$ cat src/rtl/emb_status_pkg.sv
package emb_status_pkg;

    typedef enum logic [2:0] {
        PH_IDLE   = 3'd0,
        PH_WINDOW = 3'd1,
        PH_BUSY   = 3'd2,
        PH_DONE   = 3'd3,
        PH_FAIL   = 3'd4,
        PH_SUSP   = 3'd5
    } phase_e;

    typedef enum logic {
        OP_PROG  = 1'b0,
        OP_ERASE = 1'b1
    } op_e;

    localparam int BIT_POLL = 7;
    localparam int BIT_TOG  = 6;
    localparam int BIT_LIM  = 5;
    localparam int BIT_WIN  = 3;
    localparam int BIT_ALT  = 2;
    localparam int NUM_TOG  = 2;
    localparam int IDX_MAIN = 0;
    localparam int IDX_ALT  = 1;

    // phases in which the operation is still working
    function automatic logic is_running(phase_e ph);
        return (ph == PH_WINDOW) || (ph == PH_BUSY) || (ph == PH_FAIL);
    endfunction

    // whether a read returns status instead of array data
    function automatic logic shows_status(op_e o, phase_e ph, logic in_sec);
        return is_running(ph) || ((ph == PH_SUSP) && (o == OP_ERASE) && in_sec);
    endfunction

    // whether the alternate toggle (bit 2) may advance on this read
    function automatic logic alt_moves(op_e o, phase_e ph, logic in_sec);
        return (o == OP_ERASE) && in_sec && (is_running(ph) || (ph == PH_SUSP));
    endfunction

endpackage

$ cat src/rtl/emb_toggle_bank.sv
module emb_toggle_bank #(
    parameter int NUM = 2
) (
    input  logic           clk,
    input  logic           rst,
    input  logic [NUM-1:0] adv,
    output logic [NUM-1:0] q
);
    for (genvar i = 0; i < NUM; i++) begin : g_tog
        logic bit_q;
        always_ff @(posedge clk) begin
            if (rst)
                bit_q <= 1'b0;
            else if (adv[i])
                bit_q <= ~bit_q;
        end
        assign q[i] = bit_q;
    end
endmodule

$ cat src/rtl/emb_status_compose.sv
module emb_status_compose
    import emb_status_pkg::*;
#(
    parameter int DW = 8
) (
    input  op_e                  op,
    input  phase_e               eff_phase,
    input  logic                 in_sector,
    input  logic                 prog_d7,
    input  logic [NUM_TOG-1:0]   tog,
    input  logic [DW-1:0]        array_data,
    output logic [DW-1:0]        bus_data
);
    logic [DW-1:0] stat;

    always_comb begin
        stat = '0;
        if (op == OP_PROG) begin
            stat[BIT_POLL] = ~prog_d7;
            stat[BIT_TOG]  = tog[IDX_MAIN];
            stat[BIT_LIM]  = (eff_phase == PH_FAIL);
        end else begin
            stat[BIT_POLL] = (eff_phase == PH_SUSP);
            stat[BIT_TOG]  = tog[IDX_MAIN];
            stat[BIT_LIM]  = (eff_phase == PH_FAIL);
            stat[BIT_WIN]  = (eff_phase == PH_BUSY) || (eff_phase == PH_FAIL);
            stat[BIT_ALT]  = tog[IDX_ALT];
        end
        bus_data = shows_status(op, eff_phase, in_sector) ? stat : array_data;
    end
endmodule

$ cat src/rtl/emb_status_gen.sv
module emb_status_gen
    import emb_status_pkg::*;
#(
    parameter int DW = 8
) (
    input  logic          clk,
    input  logic          rst,
    input  logic          op,
    input  logic [2:0]    phase,
    input  logic          in_sector,
    input  logic          prog_d7,
    input  logic          rd_done,
    input  logic          reset_cmd,
    input  logic [DW-1:0] array_data,
    output logic [DW-1:0] bus_data
);
    op_e                op_t;
    phase_e             ph_in;
    phase_e             eff;
    logic               fail_q;
    logic [NUM_TOG-1:0] adv;
    logic [NUM_TOG-1:0] tog;

    assign op_t  = op_e'(op);
    assign ph_in = phase_e'(phase);
    assign eff   = fail_q ? PH_FAIL : ph_in;

    // failure latch: set by the failed phase, cleared only by a reset command
    always_ff @(posedge clk) begin
        if (rst || reset_cmd)
            fail_q <= 1'b0;
        else if (ph_in == PH_FAIL)
            fail_q <= 1'b1;
    end

    always_comb begin
        adv           = '0;
        adv[IDX_MAIN] = rd_done && is_running(eff);
        adv[IDX_ALT]  = rd_done && alt_moves(op_t, eff, in_sector);
    end

    emb_toggle_bank #(.NUM(NUM_TOG)) u_tog (
        .clk (clk),
        .rst (rst),
        .adv (adv),
        .q   (tog)
    );

    emb_status_compose #(.DW(DW)) u_comp (
        .op         (op_t),
        .eff_phase  (eff),
        .in_sector  (in_sector),
        .prog_d7    (prog_d7),
        .tog        (tog),
        .array_data (array_data),
        .bus_data   (bus_data)
    );
endmodule

$ cat config.mk
export PLATFORM = sky130hd
export DESIGN_NAME = emb_status_gen
export DESIGN_NICKNAME = d
export VERILOG_FILES = /design/src/rtl/emb_status_pkg.sv /design/src/rtl/emb_toggle_bank.sv /design/src/rtl/emb_status_compose.sv /design/src/rtl/emb_status_gen.sv
export SDC_FILE = /design/constraint.sdc
export NUM_CORES = 1
export LEC_CHECK = 0
export CAP_MARGIN = 20
export CORE_AREA = 4 4 41 43
export CTS_CLUSTER_DIAMETER = 120
export CTS_CLUSTER_SIZE = 25
export DETAILED_ROUTE_END_ITERATION = 8
export DIE_AREA = 0 0 45 47
export PLACE_DENSITY = 0.64
export RECOVER_POWER = 25
export SYNTH_ARGS = -nofsm -noshare
export SYNTH_HDL_FRONTEND = slang
export SYNTH_SLANG_ARGS = --single-unit
$ cat constraint.sdc
create_clock -name clk -period 1.3 [get_ports clk]
set_input_delay 0.13 -clock clk [delete_from_list [all_inputs] [get_ports clk]]
set_output_delay 0.13 -clock clk [all_outputs]
set_load 0.03 [all_outputs]
== Yosys cells after proc, flatten, opt, wreduce, memory -nomap -nowiden ==
Cells that the tools add are included.

* Register bits after elaboration: 3
* Bits in latches: 0
* RAM bits: 0
* Memory bits (read-only): 0
* Input bits: 18
* Output and inout port bits: 8
* Logic and storage cells: 27
* Memories: 0

* Add/subtract/negate cells: 0
* Multiply operators: 0
* Div/mod/pow operators: 0
* $lt $le $gt $ge: 0
* Eq/ne operators: 5
* Shift operators: 0
* Muxes and demuxes: 4
* Bitwise operators: 3
* Reduce and logical (&&, ||, !) cells: 12

{| class="wikitable"
|+ Operators with widths
! operator !! number
|-
| equality test 3 bit, second input constant || 3
|-
| two-way mux 8 bit || 1
|-
| logical AND 1 bit || 6
|-
| logical OR 1 bit || 6
|-
| two-way mux 3 bit || 2
|-
| equality test 3 x 1 -> 1 bit, second input constant || 1
|-
| equality test 3 x 2 -> 1 bit, second input constant || 1
|-
| inverter 1 bit || 3
|-
| two-way mux 2 bit || 1
|}

== Longest topological paths before layout ==
Gate-level depths: netlist of the first run.

* Depth after elaboration: 7
* Mapped depth: 5
* Depth with buffers taken out: 4

== Modules after synthesis ==
Synthesis of the first run repeated with hierarchy kept, for this count alone.

* Cells, all modules: 50
* Area total of the unflattened synthesis: 417.9 µm²

{| class="wikitable"
|+ By module, submodules not included
! module !! instances !! cells each !! area each (µm²) !! seq. area each (µm²)
|-
| emb_status_compose || 1 || 28 || 227.7 || 0.0
|-
| emb_status_gen || 1 || 14 || 110.1 || 20.0
|-
| emb_toggle_bank || 1 || 8 || 80.1 || 40.0
|}

== Worst setup path before layout of the first run ==
No wires, ideal clock.

* Kind: input port to output port
* Start: input port phase[2]
* End: output port bus_data[2]
* Arrival time: 1512 ps
* Data required time: 1170 ps
* Slack: -342 ps
* Stages on the path: 4
* Path buffers: 1
* Path through: buf_6 > or3_4 > a31oi_4 > mux2i_1

* Cells in the longest elaborated chain, start to end: 6
* Elaborated cells between the ends (all ways): 11
* Those cells by class: 4 x eq/ne; 2 x mux; 5 x reduce/logical

{| class="wikitable"
|+ RTL lines
! element !! line !! source
|-
| start: declaration || emb_status_gen.sv:9 || <nowiki>input logic [2:0] phase,</nowiki>
|-
| two-way mux 3 bit (*) || emb_status_gen.sv:26 || <nowiki>assign eff = fail_q ? PH_FAIL : ph_in;</nowiki>
|-
| equality test 3 x 1 -> 1 bit, or another cell as far along || emb_status_pkg.sv:28 || <nowiki>return (ph == PH_WINDOW) || (ph == PH_BUSY) || (ph == PH_FAIL);</nowiki>
|-
| logical OR 1 bit / logical AND 1 bit (equally long branches) (2 in series) || emb_status_pkg.sv:28, emb_status_pkg.sv:33 ||
|-
| logical OR 1 bit (*) || emb_status_pkg.sv:33 || <nowiki>return is_running(ph) || ((ph == PH_SUSP) && (o == OP_ERASE) && in_sec);</nowiki>
|-
| two-way mux 8 bit (*) || emb_status_compose.sv:29 || <nowiki>bus_data = shows_status(op, eff_phase, in_sector) ? stat : array_data;</nowiki>
|-
| end: declaration || emb_status_gen.sv:15 || <nowiki>output logic [DW-1:0] bus_data</nowiki>
|}

Every way passes the cells marked *; elsewhere a longest branch is shown, timed or not.

== Worst setup path after layout of the first run ==
* Start: register fail_q
* End: output port bus_data[2]

* Cells in the longest elaborated chain, start to end: 6
* Elaborated cells between the ends (all ways): 11
* Those cells by class: 4 x eq/ne; 2 x mux; 5 x reduce/logical

{| class="wikitable"
|+ RTL lines
! element !! line !! source
|-
| start: declaration || emb_status_gen.sv:20 || <nowiki>logic fail_q;</nowiki>
|-
| start signal: assignment || emb_status_gen.sv:31 || <nowiki>fail_q <= 1'b0;</nowiki>
|-
| start signal: assignment || emb_status_gen.sv:33 || <nowiki>fail_q <= 1'b1;</nowiki>
|-
| two-way mux 3 bit (*) || emb_status_gen.sv:26 ||
|-
| equality test 3 x 1 -> 1 bit, or another cell as far along || emb_status_pkg.sv:28 ||
|-
| logical OR 1 bit / logical AND 1 bit (equally long branches) (2 in series) || emb_status_pkg.sv:28, emb_status_pkg.sv:33 ||
|-
| logical OR 1 bit (*) || emb_status_pkg.sv:33 ||
|-
| two-way mux 8 bit (*) || emb_status_compose.sv:29 ||
|}

Marked as above.

==> flow_metrics.env, run 1 <==
export IMPL_status="complete, but fails checks"
export IMPL_failed_checks="setup timing"
export IMPL_power_density_nw_per_um2=730
export IMPL_synth_cell_types=27
export IMPL_crit_path_top_delay_cell="dfxtp_4"
export IMPL_core_um2=1300
export IMPL_synth_area_leaders="dfxtp_1 (17%), mux2_4 (8.7%), buf_6 (6.5%)"
export IMPL_drv_slew=0
export IMPL_grt_pass1_wl_mm=1.64
export IMPL_clkSlewWorstSetupHoldPaths_ns=0.04
export IMPL_crit_fanout=5
export IMPL_synth_top_area_share_pct=17.4
export IMPL_dieWidth_um=45
export IMPL_layout_drive_gt1_share_pct=50.6
export IMPL_detail_route_antenna_nets=0
export IMPL_path_cells="buf_6 > a31oi_4 > buf_6 > mux2i_4 > buf_6"
export IMPL_synthFlopType="dfxtp_1"
export IMPL_place_hpwl_um=868
export IMPL_fin_ws_ns=-0.242
export IMPL_leakagePower_nw=0.328
export IMPL_grt_pass1_vias=391
export IMPL_port_buffers=25
export IMPL_syn_inst=41
export IMPL_path_buf_inv=3
export IMPL_hp_class="input port to register"
export IMPL_synth_top_area_cell="dfxtp_1"
export IMPL_end_kind="output port"
export IMPL_max_stage_delay_ns=0.34
export IMPL_max_slew_margin_rel_pct=81.2
export IMPL_syn_num_nets=59
export IMPL_wirelength_mm=1.06
export IMPL_synth_common_cells="and2_1 (3), dfxtp_1 (3), nand2_1 (3), nor2_1 (3)"
export IMPL_die_area_um2=2120
export IMPL_tightestPinTransition_ns=0.282
export IMPL_clock_sinks=3
export IMPL_synthesis_area_um2=345
export IMPL_hold_ws_ns=0.431
export IMPL_globalplace_congestion=0.809
export IMPL_grt_max_degree=8
export IMPL_fin_crit_ns=1.54
export IMPL_setup_viol=9
export IMPL_grt_use_total_pct=10.6
export IMPL_yosysSeqAreaShare_pct=17.4
export IMPL_nNetsFinal=98
export IMPL_maxCapViolCount=0
export IMPL_diodes=0
export IMPL_hold_viol_final=0
export IMPL_vias=424
export IMPL_globalRouteOverflowTotal=0
export IMPL_avgSynthCellArea_um2=8.42
export IMPL_ctsHoldBuffers=0
export IMPL_skew_ns=0.00427
export IMPL_cpLargestDelayFamily="buffers and inverters"
export IMPL_die_height_um=47
export IMPL_final_area_um2=759
export IMPL_wire_per_inst_um=11.2
export IMPL_cts_tree="built"
export IMPL_synth_edff_count=0
export IMPL_ys_warn_count=0
export IMPL_crit_required_ns=1.17
export IMPL_rows=13
export IMPL_start_util_pct=26.5
export IMPL_drt_iter0_markers=1
export IMPL_placed_area_um2=657
export IMPL_worstSetupPathType="register to output port"
export IMPL_critPathLaunchType="register"
export IMPL_vias_per_cell=4.51
export IMPL_antenna_found_initial=0
export IMPL_htree_levels=1
export IMPL_drc_errors=0
export IMPL_cts_root_buffer="clkbuf_4"
export IMPL_period_share_pct=119
export IMPL_critPathArrivalTime_ns=1.41
export IMPL_cts_buffers=3
export IMPL_rsz0062_at_grt="true"
export IMPL_async_flop_share_pct=0
export IMPL_r2r_slack_ns=-0.03
export IMPL_io_pins=26
export IMPL_peakVddDrop_v=0.000564
export IMPL_dr_pass1_iters=2
export IMPL_cts_buffer_depth=2
export IMPL_dp_slack_ns=-0.945
export IMPL_crit_top_cell="buf_6"
export IMPL_fmax_mhz=649
export IMPL_insertion_delay_ns=0.23
export IMPL_ys_ff_latch=3
export IMPL_area_growth_pct=120
[worst min-delay path: stages]
cell,delay [ns]
dlygate4sd2_1,0.24
nand3_1,0.09
or3_1,0.10
a21oi_1,0.05
[flip-flops by register name (all words and copies together) (netlist names)]
name               cells
u_tog.g_tog.bit_q      2
fail_q                 1
[path summary, 6_finish.rpt]
| check | start | endpoint | depth (start not counted) |
|---|---|---|---|
| worst max-delay path | fail_q | bus_data[2] | 5 |
| worst min-delay path | in_sector | u_tog.g_tog[1].bit_q | 4 |
| worst max register to register | fail_q | u_tog.g_tog[0].bit_q | 6 |
| worst min register to register | u_tog.g_tog[1].bit_q | u_tog.g_tog[1].bit_q | 2 |
[power breakdown]
part | leakage [nW] | switching (mW) | internal (mW)
Sequential | 0.0253 | 0.00393 | 0.0967
Clock | 0.0150 | 0.0438 | 0.115
Combinational | 0.288 | 0.129 | 0.167
Total | 0.328 | 0.177 | 0.378
[per-layer routing]
| layer | vias up | share of wire (%) | global-route usage, % | routed length (um) |
|---|---|---|---|---|
| met5 | - | 0 | 0 | 0 |
| met4 | 0 | 0 | 1.75 | 0 |
| met3 | 0 | 11 | 4.60 | 119 |
| met2 | 19 | 49 | 18.1 | 518 |
| met1 | 183 | 40 | 12.5 | 419 |
| li1 | 222 | - | - | - |
[kinds of logic after synthesis]
kind of cell	count (synthesis)	share of synthesized area (%)
muxes	3	11.6
AOI/OAI and AO/OA	10	24.3
xor gates and xnor gates	3	7.61
DFF	3	17.4
and+or+nand+nor	18	30.1
buffers and inverters	4	9.06
[layout by cell type (no fill, tap or decap), types with 2 or more instances in the layout]
cell              n
dlygate4sd2_1     2
nand2_1           3
buf_4             8
mux2_4            2
xor2_1            2
buf_2             3
buf_6            12
clkdlybuf4s50_1  12
and2_2            2
nor2_1            3
dfxtp_1           2
a21oi_1           2
clkbuf_4          3
[what timing repair did]
| item | in CTS | in global routing |
|---|---|---|
| endpoints found under the setup margin | 9 | 9 |
| hold endpoints to repair | 0 | 0 |
| pin swaps | 6 | 7 |
| buffers inserted | 3 | 0 |
| gates resized for setup | 41 | 5 |
[area by class of cell]
class | count | area (um2)
Clock buffer | 4 | 26.3
Multi-Input combinational cell | 34 | 299
Sequential cell | 3 | 63.8
Fill cell | 136 | 542
Tap cell | 15 | 18.8
Timing Repair Buffer | 37 | 348
Inverter | 1 | 3.75
[through the flow]
step,power (mW),std cells,TNS (ns),utilization [%]
floorplan,0.251,41,-0.397,-
global placement,0.368,87,-5.44,50.5
detailed placement,0.370,87,-5.62,50.5
CTS,0.555,94,-1.50,56.5
global route,0.595,94,-2.04,58.4
finish,0.555,94,-1.42,58.4
No activity file was read; power rests on OpenSTA's default activity.
==> run 2: changes to the inputs <==
--- a/config.mk
+++ b/config.mk
@@ -11,8 +11,10 @@
 export CTS_CLUSTER_SIZE = 25
 export DETAILED_ROUTE_END_ITERATION = 8
 export DIE_AREA = 0 0 45 47
+export HOLD_SLACK_MARGIN = 0.02
 export PLACE_DENSITY = 0.64
 export RECOVER_POWER = 25
+export SETUP_SLACK_MARGIN = 0.02
 export SYNTH_ARGS = -nofsm -noshare
 export SYNTH_HDL_FRONTEND = slang
 export SYNTH_SLANG_ARGS = --single-unit
==> flow_metrics.env, run 2 (same netlist as run 1, synthesis figures left out) <==
export IMPL_hp_class="input port to register"
export IMPL_dp_cells=87
export IMPL_clock_sinks=3
export IMPL_crit_fanout=5
export IMPL_power_density_nw_per_um2=730
export IMPL_dr_pass1_iters=4
export IMPL_critPathLaunchType="register"
export IMPL_grt_pass1_wl_mm=1.64
export IMPL_antenna_found_initial=0
export IMPL_grt_max_degree=8
export IMPL_peakVddDrop_v=0.000564
export IMPL_io_pins=26
export IMPL_holdPathStages=4
export IMPL_layout_drive_gt1_share_pct=50.6
export IMPL_crit_required_ns=1.17
export IMPL_grt_pass1_vias=392
export IMPL_drt_iter0_markers=3
export IMPL_cts_root_buffer="clkbuf_4"
export IMPL_finalCoreUtilization_pct=58.4
export IMPL_path_cells="buf_6 > a31oi_4 > buf_6 > mux2i_4 > buf_6"
export IMPL_max_stage_delay_ns=0.34
export IMPL_vias_per_cell=4.53
export IMPL_hold_viol_final=0
export IMPL_fmax_mhz=649
export IMPL_die_height_um=47
export IMPL_htree_levels=1
export IMPL_wirelength_mm=1.06
export IMPL_globalplace_congestion=0.809
export IMPL_period_share_pct=119
export IMPL_leakagePower_nw=0.329
export IMPL_port_buffers=25
export IMPL_worstSetupPathType="register to output port"
export IMPL_p_total_mw=0.555
export IMPL_path_buf_inv=3
export IMPL_failed_checks="setup timing"
export IMPL_cts_buffers=3
export IMPL_cts_buffer_depth=2
export IMPL_holdPathEnd="u_tog.g_tog[1].bit_q"
export IMPL_globalRouteOverflowTotal=0
export IMPL_end_kind="output port"
export IMPL_drv_slew=0
export IMPL_start_util_pct=26.5
export IMPL_final_cells=94
export IMPL_vias=426
export IMPL_ctsHoldBuffers=0
export IMPL_critPathArrivalTime_ns=1.41
export IMPL_diodes=0
export IMPL_fillCellCount=136
export IMPL_wire_per_inst_um=11.3
export IMPL_drc_errors=0
export IMPL_clkSlewWorstSetupHoldPaths_ns=0.04
export IMPL_fin_crit_ns=1.54
export IMPL_maxCapViolCount=0
export IMPL_reg_top3="u_tog.g_tog.bit_q: 2 flops, fail_q: 1 flops"
export IMPL_r2r_slack_ns=-0.02
export IMPL_cpLargestDelayFamily="buffers and inverters"
export IMPL_die_area_um2=2120
export IMPL_cts_tree="built"
export IMPL_status="complete, but fails checks"
export IMPL_place_hpwl_um=868
export IMPL_fin_ws_ns=-0.242
export IMPL_area_growth_pct=120
export IMPL_dp_slack_ns=-0.945
export IMPL_detail_route_antenna_nets=0
export IMPL_hold_ws_ns=0.431
export IMPL_insertion_delay_ns=0.23
export IMPL_skew_ns=0.00427
export IMPL_regToRegStartpoint="fail_q"
export IMPL_rsz0062_at_grt="true"
export IMPL_crit_top_cell="buf_6"
export IMPL_tightestPinTransition_ns=0.285
export IMPL_largest_reg_flops=2
export IMPL_regMostFlops="u_tog.g_tog.bit_q"
export IMPL_core_um2=1300
export IMPL_timing_rr_end="u_tog.g_tog[0].bit_q"
export IMPL_final_cell_mix="clkdlybuf4s50_1 (12), buf_6 (12), buf_4 (8)"
export IMPL_crit_path_top_delay_cell="dfxtp_4"
export IMPL_nNetsFinal=98
export IMPL_rows=13
export IMPL_hp_start="in_sector"
export IMPL_dieWidth_um=45
export IMPL_r2r_cells=6
export IMPL_setup_viol=9
export IMPL_max_slew_margin_rel_pct=81.0
export IMPL_grt_use_total_pct=10.6
[run 2: cell counts in the layout (fill, tap and decap cells not counted)]
No cell type changed its count.
[run 2: per-layer routing]
layer	GRT usage (%)	vias to the layer above	share of wire, %
li1	-	222	-
met1	12.5	185	39
met2	18.1	19	49
met3	4.60	0	11
met4	1.75	0	0
met5	0	-	0
[run 2: how the worst max path moves through the flow]
stage	start	to	slack, ns	cells after the start
finish	fail_q	bus_data[2]	-0.24	5
global route	fail_q	bus_data[7]	-0.31	6
CTS	fail_q	bus_data[2]	-0.25	5
global placement	phase[0]	bus_data[6]	-0.93	5
floorplan	phase[2]	bus_data[2]	-0.11	4
detailed placement	phase[0]	bus_data[6]	-0.95	6
[run 2: stage by stage]
stage,instance area [um2],setup TNS [ns]
2_1_floorplan,367,-0.397
3_3_place_gp,657,-5.44
3_5_place_dp,657,-5.62
4_1_cts,739,-1.48
5_1_grt,759,-2.02
6_report,759,-1.40
[run 2: repair_timing]
| item | 4_1_cts | 5_1_grt |
|---|---|---|
| buffers inserted | 3 | 0 |
| hold endpoints to repair | 0 | 0 |
| pin swaps | 6 | 4 |
| gates resized for setup | 42 | 4 |
| endpoints found under the setup margin | 10 | 9 |
[run 2: final cells by class]
| cell class | count | area, um2 | share of cell area [%] |
|---|---|---|---|
| clock buffer | 4 | 26.3 | 3.46 |
| sequential | 3 | 63.8 | 8.40 |
| timing repair buffer | 37 | 348 | 45.8 |
| multi-input combinational | 34 | 299 | 39.4 |
| tap | 15 | 18.8 | 2.47 |
| inverter | 1 | 3.75 | 0.494 |
[run 2: power breakdown]
group	switching, mW	total [mW]	internal (mW)	leakage (nW)
Combinational	0.129	0.296	0.167	0.289
Clock	0.0438	0.159	0.115	0.0150
Sequential	0.00398	0.101	0.0967	0.0253
Total	0.177	0.555	0.378	0.329
[run 2: worst reg2reg max path, stage by stage, from the launching register on]
cell and delay (ns):
dfxtp_4 0.34, buf_6 0.13, buf_6 0.11, or2_1 0.23, o221ai_2 0.19, xor2_1 0.16, nor2_1 0.05
==> run 3: changes to the inputs <==
--- a/config.mk
+++ b/config.mk
@@ -6,11 +6,11 @@
 export NUM_CORES = 1
 export LEC_CHECK = 0
 export CAP_MARGIN = 20
-export CORE_AREA = 4 4 41 43
+export CORE_AREA = 10 10 47 49
 export CTS_CLUSTER_DIAMETER = 120
 export CTS_CLUSTER_SIZE = 25
 export DETAILED_ROUTE_END_ITERATION = 8
-export DIE_AREA = 0 0 45 47
+export DIE_AREA = 0 0 57 59
 export HOLD_SLACK_MARGIN = 0.02
 export PLACE_DENSITY = 0.64
 export RECOVER_POWER = 25
@@ -18,3 +18,4 @@
 export SYNTH_ARGS = -nofsm -noshare
 export SYNTH_HDL_FRONTEND = slang
 export SYNTH_SLANG_ARGS = --single-unit
+export TNS_END_PERCENT = 50
==> flow_metrics.env, run 3 (same netlist as run 1, synthesis figures left out) <==
export IMPL_critPathArrivalTime_ns=1.45
export IMPL_globalRouteOverflowTotal=0
export IMPL_vias=458
export IMPL_clock_sinks=3
export IMPL_fin_ws_ns=-0.276
export IMPL_critPathLaunchType="register"
export IMPL_status="complete, but fails checks"
export IMPL_end_kind="output port"
export IMPL_rows=14
export IMPL_crit_fanout=4
export IMPL_diodes=0
export IMPL_power_density_nw_per_um2=754
export IMPL_cts_tree="built"
export IMPL_die_height_um=59
export IMPL_skew_ns=0.00491
export IMPL_final_cells=96
export IMPL_grt_pass1_vias=466
export IMPL_placed_area_um2=669
export IMPL_port_buffers=25
export IMPL_wire_per_inst_um=13.5
export IMPL_hold_viol_final=0
export IMPL_antenna_found_initial=0
export IMPL_worstSetupPathType="register to output port"
export IMPL_htree_levels=1
export IMPL_crit_required_ns=1.17
export IMPL_place_hpwl_mm=1.04
export IMPL_fin_crit_ns=1.58
export IMPL_p_total_mw=0.577
export IMPL_period_share_pct=121
export IMPL_drt_iter0_markers=1
export IMPL_cts_buffers=3
export IMPL_cts_buffer_depth=2
export IMPL_fin_setup_tns_ns=-1.46
export IMPL_detail_route_antenna_nets=0
export IMPL_die_area_um2=3360
export IMPL_fillCellCount=133
export IMPL_nNetsFinal=99
export IMPL_max_slew_margin_rel_pct=82.9
export IMPL_grt_max_degree=8
export IMPL_final_common_cell="clkdlybuf4s50_1"
export IMPL_setup_viol=9
export IMPL_fmax_mhz=635
export IMPL_hold_ws_ns=0.421
export IMPL_tightestPinTransition_ns=0.256
export IMPL_regMostFlops="u_tog.g_tog.bit_q"
export IMPL_failed_checks="setup timing"
export IMPL_maxCapViolCount=0
export IMPL_peakVddDrop_v=0.000416
export IMPL_drc_errors=0
export IMPL_hp_class="input port to register"
export IMPL_grt_use_total_pct=7.60
export IMPL_vias_per_cell=4.77
export IMPL_area_growth_pct=121
export IMPL_grt_pass1_wl_mm=2.08
export IMPL_largest_reg_flops=2
export IMPL_final_cell_mix="clkdlybuf4s50_1 (12), buf_4 (11), buf_6 (10)"
export IMPL_io_pins=26
export IMPL_dp_cells=90
export IMPL_clkSlewWorstSetupHoldPaths_ns=0.04
export IMPL_core_um2=1400
export IMPL_dp_slack_ns=-0.944
export IMPL_rsz0062_at_grt="true"
export IMPL_start_util_pct=24.6
export IMPL_reg_top3="u_tog.g_tog.bit_q: 2 flops, fail_q: 1 flops"
export IMPL_globalplace_congestion=0.744
export IMPL_final_area_um2=764
export IMPL_layout_drive_gt1_share_pct=52.5
export IMPL_leakagePower_nw=0.336
export IMPL_dieWidth_um=57
export IMPL_drv_slew=0
export IMPL_finalCoreUtilization_pct=54.6
export IMPL_cts_root_buffer="clkbuf_4"
export IMPL_dr_pass1_iters=2
export IMPL_insertion_delay_ns=0.23
export IMPL_wirelength_mm=1.29
==> run 3: cell count changes in the layout (fill, tap and decap cells not counted), sizes merged <==
cell / previous run / this run
buf: 23 / 24
==> run 3: worst paths after layout <==
check / to / cells past startpoint / startpoint / slack [ns]
worst max-delay path: bus_data[6] / 5 / fail_q / -0.28
worst min-delay path: u_tog.g_tog[1].bit_q / 4 / in_sector / 0.42
worst max register to register: u_tog.g_tog[0].bit_q / 6 / fail_q / -0.04
worst min register to register: u_tog.g_tog[1].bit_q / 2 / u_tog.g_tog[1].bit_q / 0.49
==> run 3: cell type report <==
class                      instances  area (um2)  share of cell area [%]
timing repair buffer              38         348                    45.5
multi-input combinational         34         305                    39.9
sequential                         3        61.3                    8.02
clock buffer                       4        26.3                    3.44
tap                               16        20.0                    2.62
inverter                           1        3.75                   0.491
==> run 3: where the power goes <==
group	internal (mW)	switching, mW	leakage (nW)	total (mW)
Clock	0.115	0.0483	0.0150	0.163
Sequential	0.0983	0.00301	0.0250	0.101
Combinational	0.176	0.136	0.296	0.312
Total	0.389	0.188	0.336	0.577
==> run 3: repair_timing <==
action,in CTS,in global routing
endpoints found under the setup margin,9,9
cloned,0,0
pin swaps,10,2
gates resized for setup,42,4
hold buffers,0,0
buffers inserted,2,0
==> run 3: layer usage <==
metal	up-vias	wire [um]	track usage [%]
met5	-	0	0
li1	226	-	-
met1	214	572	8.66
met2	18	635	12.4
met3	0	83	2.36
met4	0	0	4.03
==> run 3: worst max-delay path, cell delays in order (launching register included) <==
cell and delay, ns:
dfxtp_2 0.32, buf_6 0.11, a31oi_4 0.22, buf_6 0.14, mux2_4 0.29, buf_6 0.14
